==> src/rtl/pmpcfg_pkg.sv <==
package pmpcfg_pkg;

  typedef struct packed {
    logic       lock;
    logic [1:0] mt;
    logic [1:0] mode;
    logic       x;
    logic       w;
    logic       r;
  } cfg_t;

  localparam logic [1:0] MODE_NA4   = 2'd2;
  localparam logic [1:0] MT_RSVD    = 2'd3;
  localparam int         CFG_W      = $bits(cfg_t);

endpackage

==> src/rtl/pmpcfg_legalize.sv <==
module pmpcfg_legalize
  import pmpcfg_pkg::*;
#(
  parameter int GRAN = 0
) (
  input  cfg_t cur_i,
  input  cfg_t raw_i,
  input  logic mt_en_i,
  output cfg_t nxt_o,
  output logic accept_o
);

  always_comb begin
    nxt_o    = raw_i;
    accept_o = !cur_i.lock;
    if (!mt_en_i) begin
      nxt_o.mt = 2'd0;
    end else if (raw_i.mt == MT_RSVD) begin
      nxt_o.mt = cur_i.mt;
    end
    if ((GRAN >= 1) && (raw_i.mode == MODE_NA4)) begin
      nxt_o.mode = cur_i.mode;
    end
  end

endmodule

==> src/rtl/pmpcfg_entry.sv <==
module pmpcfg_entry
  import pmpcfg_pkg::*;
#(
  parameter int GRAN = 0
) (
  input  logic clk,
  input  logic rst_n,
  input  logic sel_i,
  input  cfg_t raw_i,
  input  logic mt_en_i,
  output cfg_t q_o
);

  cfg_t q_r;
  cfg_t q_nxt;
  cfg_t legal;
  logic accept;
  logic load;

  pmpcfg_legalize #(.GRAN(GRAN)) u_legal (
    .cur_i    (q_r),
    .raw_i    (raw_i),
    .mt_en_i  (mt_en_i),
    .nxt_o    (legal),
    .accept_o (accept)
  );

  assign load = sel_i && accept;

  always_comb begin
    q_nxt = q_r;
    if (load) q_nxt = legal;
  end

  always_ff @(posedge clk or negedge rst_n) begin
    if (!rst_n) q_r <= '0;
    else        q_r <= q_nxt;
  end

  assign q_o = q_r;


  lock_hold_chk: assert property (@(posedge clk) disable iff (!rst_n)
    q_r.lock |=> $stable(q_r));


  mt_clear_chk: assert property (@(posedge clk) disable iff (!rst_n)
    (sel_i && !q_r.lock && !mt_en_i) |=> (q_r.mt == 2'd0));


  mt_rsvd_keep_chk: assert property (@(posedge clk) disable iff (!rst_n)
    (sel_i && !q_r.lock && mt_en_i && raw_i.mt == MT_RSVD) |=> $stable(q_r.mt));


  mt_store_chk: assert property (@(posedge clk) disable iff (!rst_n)
    (sel_i && !q_r.lock && mt_en_i && raw_i.mt != MT_RSVD) |=> (q_r.mt == $past(raw_i.mt)));


  no_na4_chk: assert property (@(posedge clk) disable iff (!rst_n)
    (GRAN >= 1) |-> (q_r.mode != MODE_NA4));


  perm_store_chk: assert property (@(posedge clk) disable iff (!rst_n)
    (sel_i && !q_r.lock) |=> ({q_r.x, q_r.w, q_r.r} == $past({raw_i.x, raw_i.w, raw_i.r})));

endmodule

==> src/rtl/pmpcfg_bank.sv <==
module pmpcfg_bank
  import pmpcfg_pkg::*;
#(
  parameter int NUM_ENTRIES = 8,
  parameter int GRAN        = 0,
  localparam int IDX_W      = (NUM_ENTRIES > 1) ? $clog2(NUM_ENTRIES) : 1
) (
  input  logic                     clk,
  input  logic                     rst_n,
  input  logic                     mt_en,
  input  logic                     wr_en,
  input  logic [IDX_W-1:0]         wr_idx,
  input  logic [CFG_W-1:0]         wr_data,
  input  logic [IDX_W-1:0]         rd_idx,
  output logic [CFG_W-1:0]         rd_data,
  output logic [3*NUM_ENTRIES-1:0] entry_perm_o,
  output logic [2*NUM_ENTRIES-1:0] entry_mode_o,
  output logic [2*NUM_ENTRIES-1:0] entry_mt_o,
  output logic [NUM_ENTRIES-1:0]   entry_lock_o
);

  cfg_t             ent_q [NUM_ENTRIES];
  logic [NUM_ENTRIES-1:0] sel;
  logic [CFG_W-1:0] rd_q;
  logic [CFG_W-1:0] rd_nxt;

  for (genvar i = 0; i < NUM_ENTRIES; i++) begin : g_ent
    assign sel[i] = wr_en && (wr_idx == IDX_W'(i));

    pmpcfg_entry #(.GRAN(GRAN)) u_entry (
      .clk     (clk),
      .rst_n   (rst_n),
      .sel_i   (sel[i]),
      .raw_i   (cfg_t'(wr_data)),
      .mt_en_i (mt_en),
      .q_o     (ent_q[i])
    );

    assign entry_perm_o[3*i +: 3] = {ent_q[i].x, ent_q[i].w, ent_q[i].r};
    assign entry_mode_o[2*i +: 2] = ent_q[i].mode;
    assign entry_mt_o[2*i +: 2]   = ent_q[i].mt;
    assign entry_lock_o[i]        = ent_q[i].lock;
  end

  always_comb begin
    rd_nxt = '0;
    for (int k = 0; k < NUM_ENTRIES; k++) begin
      if (rd_idx == IDX_W'(k)) rd_nxt = ent_q[k];
    end
  end

  always_ff @(posedge clk or negedge rst_n) begin
    if (!rst_n) rd_q <= '0;
    else        rd_q <= rd_nxt;
  end

  assign rd_data = rd_q;


  one_entry_chk: assert property (@(posedge clk) disable iff (!rst_n)
    $onehot0(sel));


  rd_latency_chk: assert property (@(posedge clk) disable iff (!rst_n)
    (!wr_en && $stable(rd_idx)) |=> (rd_data == $past(rd_data) || $past(wr_en,2)));

endmodule

==> config.mk <==
export PLATFORM = sky130hd
export DESIGN_NAME = pmpcfg_bank
export DESIGN_NICKNAME = d
export VERILOG_FILES = /design/src/rtl/pmpcfg_pkg.sv /design/src/rtl/pmpcfg_legalize.sv /design/src/rtl/pmpcfg_entry.sv /design/src/rtl/pmpcfg_bank.sv
export SDC_FILE = /design/constraint.sdc
export NUM_CORES = 1
export LEC_CHECK = 0
export BUFFER_PORTS_ARGS = -buffer_cell sky130_fd_sc_hd__buf_4
export CELL_PAD_IN_SITES_DETAIL_PLACEMENT = 0
export CELL_PAD_IN_SITES_GLOBAL_PLACEMENT = 1
export CORE_MARGIN = 2
export CORE_UTILIZATION = 39
export CTS_CLUSTER_DIAMETER = 30
export DETAILED_ROUTE_END_ITERATION = 12
export PLACE_DENSITY = 0.8
export SETUP_SLACK_MARGIN = 0.3
export SYNTH_ARGS = -nofsm -noshare
export SYNTH_HDL_FRONTEND = slang
export SYNTH_HIERARCHICAL = 1
export SYNTH_SLANG_ARGS = --single-unit
==> constraint.sdc <==
create_clock -name clk -period 1.2 [get_ports clk]
set_clock_uncertainty 0.15 [all_clocks]
set_input_delay 0.3 -clock clk [delete_from_list [all_inputs] [get_ports clk]]
set_output_delay 0.3 -clock clk [all_outputs]
set_load 0.01 [all_outputs]
==> results of run 1 <==
==> metal layers <==
metal  global-route usage  vias up  routed length (µm)
met5                    0        -                   0
met4               0.0728        0                 200
met3               0.0506       18                 484
met2                0.325       81                5120
met1                0.273     1405                4510
li1                     -     1257                   -
==> repair_timing <==
item,CTS,global route
setup buffers,19,16
pin swaps,8,3
hold endpoints to repair,72,72
resized for setup,200,26
gates cloned,0,0
setup endpoints to repair,144,144
==> placed cells by master (no fill, tap or decap) <==
cell type,synthesis,routed
buf_6,1,153
dfrtp_1,72,71
mux2_2,72,37
buf_4,48,36
mux2_4,0,35
nand2_1,18,17
mux4_2,1,16
clkbuf_8,0,11
inv_2,0,9
a21oi_1,16,9
inv_1,24,8
nand2_8,0,7
a21oi_2,0,7
buf_12,1,4
inv_6,0,4
nand2b_4,0,3
nor2_4,0,3
nor2_2,0,3
inv_4,0,3
clkinvlp_4,0,2
clkinv_2,0,2
nor3_2,0,1
nand2_4,0,1
nor3_4,0,1
bufinv_16,0,1
nand2_2,8,1
dfrtp_2,0,1
==> critical path, delay by kind of cell (launching register included) <==
family	cells	cell delay, ns
DFF	1	0.45
buffers and inverters	2	0.24
==> how the worst min path moves through the flow <==
stage / startpoint / end / slack [ns] / cells past startpoint
floorplan: rst_n / g_ent[0].u_entry/q_o[0]$_DFFE_PN0P_ / -0.15 / 0
global placement: rst_n / g_ent[3].u_entry/q_o[7]$_DFFE_PN0P_ / 0.19 / 2
detailed placement: rst_n / g_ent[1].u_entry/q_o[7]$_DFFE_PN0P_ / 0.20 / 2
CTS: rst_n / g_ent[3].u_entry/q_o[7]$_DFFE_PN0P_ / -0.19 / 2
global route: rst_n / g_ent[7].u_entry/q_o[7]$_DFFE_PN0P_ / -0.18 / 2
finish: rst_n / g_ent[7].u_entry/q_o[7]$_DFFE_PN0P_ / -0.21 / 2
==> cell families (layout without fill, tap and decap cells) <==
kind of cell,Yosys count,count (layout),synth area share
simple gates,37,37,0.0448
flops,72,72,0.478
compound gates,16,16,0.0212
mux,88,88,0.325
buf+inv,77,233,0.131
==> cell usage after synthesis, drive strengths merged <==
| library cell | instances |
|---|---|
| clkbuf | 1 |
| inv | 24 |
| dfrtp | 72 |
| mux4 | 16 |
| a21oi | 16 |
| nor3 | 2 |
| nand2b | 3 |
| nor2 | 6 |
| buf | 52 |
| mux2 | 72 |
| nand2 | 26 |
==> cell type report <==
class,instances,area [µm²],share of cell area
Tap cell,129,161,0.0264
Clock buffer,11,151,0.0248
Sequential cell,72,1800,0.295
Multi-Input combinational cell,141,1750,0.286
Inverter,24,118,0.0192
Clock inverter,5,55.1,0.00901
Timing Repair Buffer,193,2070,0.339
==> per-stage QoR <==
step / area, µm² / instances
final: 6110 / 575
after floorplan: 3880 / 290
after detailed placement: 4870 / 524
after global routing: 6110 / 575
after global placement: 4870 / 524
after CTS: 5910 / 559
==> report_power, final <==
| group | leakage [µW] | switching [µW] | internal (µW) |
|---|---|---|---|
| combinational | 0.00193 | 1450 | 2790 |
| sequential | 0.000889 | 390 | 2920 |
| clock | 0.000101 | 921 | 1070 |
==> flip-flops by register name (all words and copies together) (netlist names) <==
signal             count
g_ent.u_entry/q_o     64
rd_data                8
==> reports/results.ini, run 1 <==
[status]
outcome=finished, violations left
violations=negative hold slack, negative setup slack

[clock_network]
cts_buffer_depth=2
insertion_delay_ns=0.35
cts.sinks=72
cts.clk_slew.worst_paths_ns=0.08
cts_max_level=3
cts_made_buffers=9
root_buffer=clkbuf_8
cts_tree=yes

[place]
gp_congestion=0.760
numPortBuffers=89
dp_slack_ns=-0.470
dp_hpwl_um=6310

[logic_synthesis]
yosys-top-cells-area=dfrtp_1 (48%), mux2_2 (21%), mux4_1 (10%)
synth_top_area_frac=0.478
yosys.area.top_type=dfrtp_1
syn-cell-area_um2=3770
synth.distinct_cells=17
avgSynthCellArea_um2=13.0
synth-seq-cells=72
ys_warn_count=6
synth_cells=290
synth.net_count=308
ys_seq_area_frac=0.478

[drt]
antenna_left=0
first_pass_iters=4
vias=2761
via_per_inst=4.80
routed_wl_um=10300
drtIter0Drc=86
drc=0
post_drt_wl_per_cell_um=18.0

[global_route]
grt_overflow=0
grt_max_degree=73
track_usage=0.204
grt_pass1_vias=2884
antenna_found_initial=0
grt_pass1_wl_um=15800

[critical_path]
ff2ff_setup_slack_ns=-0.23
cp-end-kind=primary output
crit_arrival_ns=1.03
cp_max_fo=4
cpMostUsedCell=buf_6
worstSetupPathType=reg -> out
path_cells=buf_6, buf_6
r2r_end=rd_data[7]$_DFF_PN0_
crit_slowest_cell=dfrtp_2
slowest_delay_ns=0.45
reg2regPathDepth=2
r2r-start=g_ent[3].u_entry/q_o[7]$_DFFE_PN0P_
crit_start=g_ent[3].u_entry/q_o[7]$_DFFE_PN0P_
critPathCapture=entry_lock_o[3]
cp_data_required_time_ns=0.75
start_kind=flip-flop

[finish]
syn_to_final_growth_pct=62.0
utilization=0.655
drive_above_1_share=0.765
fin_nets=459
antenna_cells=0
fillerInstances=687

[power]
power_uw=9540
ir_worst_vdd_mv=0.587
power.density_nw_per_um2=1560
p_leak_uw=0.00292

[sta]
max_slew_margin=0.737
fmax_mhz=674
tns_ns=-25.83
hold_viol_final=72
setup_violations=144
fin_ws_ns=-0.283
report.final.slew_viol_count=0
post-route-min-period_ns=1.48
whs_ns=-0.212
layout_worst_path_cycle_share=1.24
grt_setup_unrepaired=true
tightest_slew_ns=0.395

[floorplan]
die_area_um2=10500
die-width_um=102
core-area_um2=9330
ioPinCount=90
die_h_um=102
initial_utilization=0.404
rows=35

[flow_run]
timing.max_cap.violations=0

[min_path]
hold_class=in -> async

Power figures use the tool's default switching activity.
==> run 2, diff against run 1 <==
- CELL_PAD_IN_SITES_DETAIL_PLACEMENT: 0 -> 1
- CELL_PAD_IN_SITES_GLOBAL_PLACEMENT: 1 -> 2
- CORE_MARGIN: 2 -> default
- CORE_UTILIZATION: 39 -> 32
- PLACE_DENSITY: 0.8 -> 0.79
==> run 2 against run 1 <==
Compared with the run above:
- the flow still finishes with violations (negative hold slack, negative setup slack)
- final area rose by 3.9%
- sequential cell count did not move
- register-to-register slack got worse by 0.07 ns
- power rose by 12%
- via count rose by 3.0%
- sequential power rose by 2%
- die area rose by 17%
- final cell count rose by 3.0%
==> reports/results.ini, run 2 (synthesized netlist as in run 1, its figures left out) <==
[clock_network]
cts_max_level=3
cts_tree=yes
insertion_delay_ns=0.34
root_buffer=clkbuf_16
cts.sinks=72
cts.clk_slew.worst_paths_ns=0.06
cts_made_buffers=9
cts_buffer_depth=2

[critical_path]
path_cells=mux4_2, mux2_2
crit_arrival_ns=1.56
cp_max_fo=2
crit_slowest_cell=mux4_2
start_kind=flip-flop
reg2regPathDepth=2
r2r_end=rd_data[6]$_DFF_PN0_
cp_data_required_time_ns=1.27
crit_buf_inv=0
worstSetupPathType=reg -> reg
cp-end-kind=flip-flop
ff2ff_setup_slack_ns=-0.30
crit_family=multiplexers
critical_path_cell_count=2
slowest_delay_ns=0.52
r2r-start=g_ent[4].u_entry/q_o[6]$_DFFE_PN0P_

[finish]
antenna_cells=0
syn_to_final_growth_pct=68.3
final_common_cell=buf_6
seq_area_um2=1800
fin_nets=462
multi_input_area_um2=1810
final_cell_mix=buf_6 (151), dfrtp_1 (72), mux2_4 (54)
drive_above_1_share=0.759
fillerInstances=1116
largest_register_ffs=64
instances_no_fill=592

[sta]
fin_ws_ns=-0.299
layout_worst_path_cycle_share=1.25
grt_setup_unrepaired=true
whs_ns=-0.312
max_slew_margin=0.816
tightest_slew_ns=0.276
fmax_mhz=667
hold_viol_final=72
post-route-min-period_ns=1.50
setup_violations=144
report.final.slew_viol_count=0

[floorplan]
core-area_um2=11500
die_area_um2=12200
initial_utilization=0.329
ioPinCount=90
die_h_um=111
die-width_um=111
rows=39

[power]
power.density_nw_per_um2=1680
ir_worst_vdd_mv=0.862
power_uw=10700
p_leak_uw=0.00311

[global_route]
grt_pass1_wl_um=19600
antenna_found_initial=0
grt_pass1_vias=3232
grt_max_degree=37
track_usage=0.211
grt_overflow=0

[place]
dp_hpwl_um=7630
numPortBuffers=89
dpl.cell_count=542
gp_congestion=0.765

[drt]
via_per_inst=4.81
drc=0
routed_wl_um=12800
drtIter0Drc=106
post_drt_wl_per_cell_um=21.6
first_pass_iters=4
vias=2845
antenna_left=0

[status]
outcome=finished, violations left
violations=negative hold slack, negative setup slack

[min_path]
hold_class=in -> async

[flow_run]
timing.max_cap.violations=0

-- run 2: cell count changes in the layout (fill, tap and decap cells not counted), moves of 3 or more --
cell | before | now
buf_12 | 4 | 7
clkbuf_16 | 0 | 9
clkbuf_8 | 11 | 0
inv_2 | 9 | 6
inv_4 | 3 | 6
mux2_2 | 37 | 18
mux2_4 | 35 | 54
-- run 2: worst max-delay path by stage --
stage | startpoint | slack [ns] | end
6_report | g_ent[4].u_entry/q_o[6]$_DFFE_PN0P_ | -0.30 | rd_data[6]$_DFF_PN0_
4_1_cts | g_ent[3].u_entry/q_o[6]$_DFFE_PN0P_ | -0.25 | entry_mt_o[7]
5_1_grt | g_ent[4].u_entry/q_o[6]$_DFFE_PN0P_ | -0.30 | rd_data[6]$_DFF_PN0_
3_5_place_dp | rd_idx[1] | -0.50 | rd_data[6]$_DFF_PN0_
2_1_floorplan | rd_idx[1] | -0.34 | rd_data[5]$_DFF_PN0_
3_3_place_gp | rd_idx[1] | -0.44 | rd_data[7]$_DFF_PN0_
-- run 2: per-layer routing --
layer,up-vias,routed length [µm],global-route usage
li1,1259,-,-
met1,1489,5220,0.264
met2,82,6880,0.368
met3,15,506,0.0406
met4,0,199,0.0622
met5,-,0,0
-- run 2: where the power goes --
part / switching [µW] / leakage (µW) / internal (µW) / total (µW)
combinational: 1540 / 0.00206 / 2860 / 4400
clock: 1080 / 0.000156 / 1810 / 2900
sequential: 431 / 0.000890 / 2930 / 3360
total: 3050 / 0.00311 / 7600 / 10700
-- run 2: area by class of cell --
cell class | instances | share of cell area
clock buffers | 10 | 0.0361
clock inverters | 6 | 0.0132
inverters | 24 | 0.0189
multi-input cells | 141 | 0.285
flip-flops and latches | 72 | 0.284
well taps | 143 | 0.0282
repair buffers | 196 | 0.335
-- run 2: stage by stage --
stage                     cell area (µm²)  setup WS [ns]  TNS (ns)  utilization
after CTS                            6140         -0.254    -23.83        0.535
after global routing                 6350         -0.300    -27.88        0.554
after floorplan                      3880         -0.343     -3.66            -
final                                6350         -0.299    -24.36        0.554
after global placement               4950         -0.437    -19.53        0.432
after detailed placement             4950         -0.498    -20.90        0.432
-- run 2: timing repair --
action                                  in CTS  in global routing
endpoints found under the setup margin     144                144
hold endpoints to repair                    72                 38
pin swaps                                    5                  4
gates resized for setup                    206                 35
buffers inserted                            21                 13
-- run 2: worst register-to-register path: stages, from the launching register on --
cell and delay (ns):
dfrtp_1 0.42, mux4_2 0.52, mux2_2 0.29
==> run 3, diff against run 2 <==
- CORE_UTILIZATION: 32 -> 33
- CTS_BUF_LIST: default -> sky130_fd_sc_hd__clkbuf_2
- PLACE_DENSITY: 0.79 -> 0.81
- SETUP_SLACK_MARGIN: 0.3 -> 0.1
==> run 3 against run 2 <==
Compared with the run above:
- the run still ends with negative hold slack, negative setup slack left
- sequential power barely moved
- combinational power rose by 13%
- global-route usage increased by 2.1 points
- final cell count rose by 8.6%
- power fell by 8.4%
- hold slack improved by 0.29 ns
- first-iteration DRC count shrank 12%
- sequential share of layout area is 0.45 points lower
- routed wire length up 13%
==> reports/results.ini, run 3 (synthesized netlist as in run 1, its figures left out) <==
[status]
outcome=finished, violations left
violations=negative hold slack, negative setup slack

[power]
p_seq_frac=0.343
p_int_uw=6560
p_clk_frac=0.149
power.density_nw_per_um2=1510
p_sw_frac=0.328
ir_worst_vdd_mv=0.653
p_leak_uw=0.00314
combinationalPowerShare=0.508
switchingPower_uw=3200

[clock_network]
cts_max_level=3
cts_buffer_depth=2
root_buffer=clkbuf_2
insertion_delay_ns=0.56
cts.sinks=72
cts_made_buffers=9
cts.clk_slew.worst_paths_ns=0.24
cts_tree=yes

[global_route]
grt_overflow=0
antenna_found_initial=0
grt_pass1_vias=3374
grt_pass1_wl_um=19700
grt_max_degree=27
track_usage=0.232

[place]
numPortBuffers=89
dp_hpwl_um=7380
dp_slack_ns=-0.481
gp_congestion=0.727

[drt]
antenna_left=0
drc=0
post_drt_wl_per_cell_um=22.5
met2WireLength_um=7610
met1_length_um=5780
vias=3106
dr_wl_met3_um=653
via_per_inst=4.83
routed_wl_um=14500
first_pass_iters=4
top_layer=met4
drtIter0Drc=93

[critical_path]
cp_max_fo=2
worstSetupPathType=reg -> out
crit_arrival_ns=1.30
start_kind=flip-flop
reg2regPathDepth=4
cp-end-kind=primary output
cp_data_required_time_ns=0.75

[floorplan]
core-area_um2=11000
die_area_um2=11900
rows=38
initial_utilization=0.343
die-width_um=109
die_h_um=109
ioPinCount=90

[sta]
post-route-min-period_ns=1.75
fmax_mhz=572
layout_worst_path_cycle_share=1.46
tightest_slew_ns=0.333
fin_ws_ns=-0.547
setup_violations=144
hold_viol_final=6
report.final.slew_viol_count=0
whs_ns=-0.0244
max_slew_margin=0.777
grt_setup_unrepaired=true

[finish]
seq_area_um2=1800
utilization=0.587
final_common_cell=buf_6
multi_input_area_um2=1700
largest_register_ffs=64
syn_to_final_growth_pct=71.0
fin_nets=516
fillerInstances=1107
final_cell_mix=buf_6 (158), buf_4 (79), dfrtp_1 (72)
drive_above_1_share=0.746
antenna_cells=0

[flow_run]
timing.max_cap.violations=0

[min_path]
hold_class=in -> async

[run 3: worst paths after layout]
kind	from	end	slack [ns]
max	g_ent[6].u_entry/q_o[3]$_DFFE_PN0P_	entry_mode_o[12]	-0.55
min	rst_n	g_ent[7].u_entry/q_o[3]$_DFFE_PN0P_	-0.02
max reg2reg	g_ent[3].u_entry/q_o[5]$_DFFE_PN0P_	rd_data[5]$_DFF_PN0_	-0.47
min reg2reg	g_ent[1].u_entry/q_o[3]$_DFFE_PN0P_	g_ent[1].u_entry/q_o[3]$_DFFE_PN0P_	0.51
max in group asynchronous	rst_n	g_ent[7].u_entry/q_o[6]$_DFFE_PN0P_	0.44
min in group clk	wr_data[6]	g_ent[0].u_entry/q_o[5]$_DFFE_PN0P_	0.07
[run 3: power groups by stage]
| stage | clock (µW) | combinational, µW | sequential (µW) |
|---|---|---|---|
| 3_5_place_dp | 0 | 3000 | 3250 |
| 4_1_cts | 1380 | 4360 | 3270 |
| 5_1_grt | 1560 | 5200 | 3380 |
| 3_3_place_gp | 0 | 2900 | 3240 |
| 6_report | 1450 | 4960 | 3350 |
| 2_1_floorplan | 0 | 973 | 3510 |
[run 3: stage by stage]
| step | TNS, ns | cells | total power, µW | instance area [µm²] |
|---|---|---|---|---|
| 6_report | -48.40 | 643 | 9760 | 6450 |
| 5_1_grt | -53.03 | 643 | 10100 | 6450 |
| 4_1_cts | -42.78 | 612 | 9010 | 6140 |
| 3_5_place_dp | -21.35 | 538 | 6250 | 4910 |
| 3_3_place_gp | -19.78 | 538 | 6140 | 4910 |
| 2_1_floorplan | -3.66 | 290 | 4480 | 3880 |
[run 3: final cells by class]
class | instances | area share
clock buffers | 9 | 0.00698
clock inverters | 7 | 0.00970
inverters | 24 | 0.0186
multi-input cells | 141 | 0.263
flip-flops and latches | 72 | 0.279
well taps | 140 | 0.0271
repair buffers | 250 | 0.396
[run 3: timing repair]
action | in CTS | in global routing
setup endpoints to repair | 144 | 144
pin swaps | 3 | 0
buffers inserted | 51 | 39
hold endpoints to repair | 120 | 1
resized for setup | 184 | 31
hold buffers | 7 | 1
[run 3: worst max-delay path, cell delays in order, from the launching register on]
cell     delay [ns]
dfrtp_1        0.48
buf_6          0.14
buf_6          0.11
[run 3: metal layers]
metal	GRT usage	up-vias
li1	-	1371
met1	0.275	1606
met2	0.416	102
met3	0.0412	27
met4	0.0869	0
met5	0	-
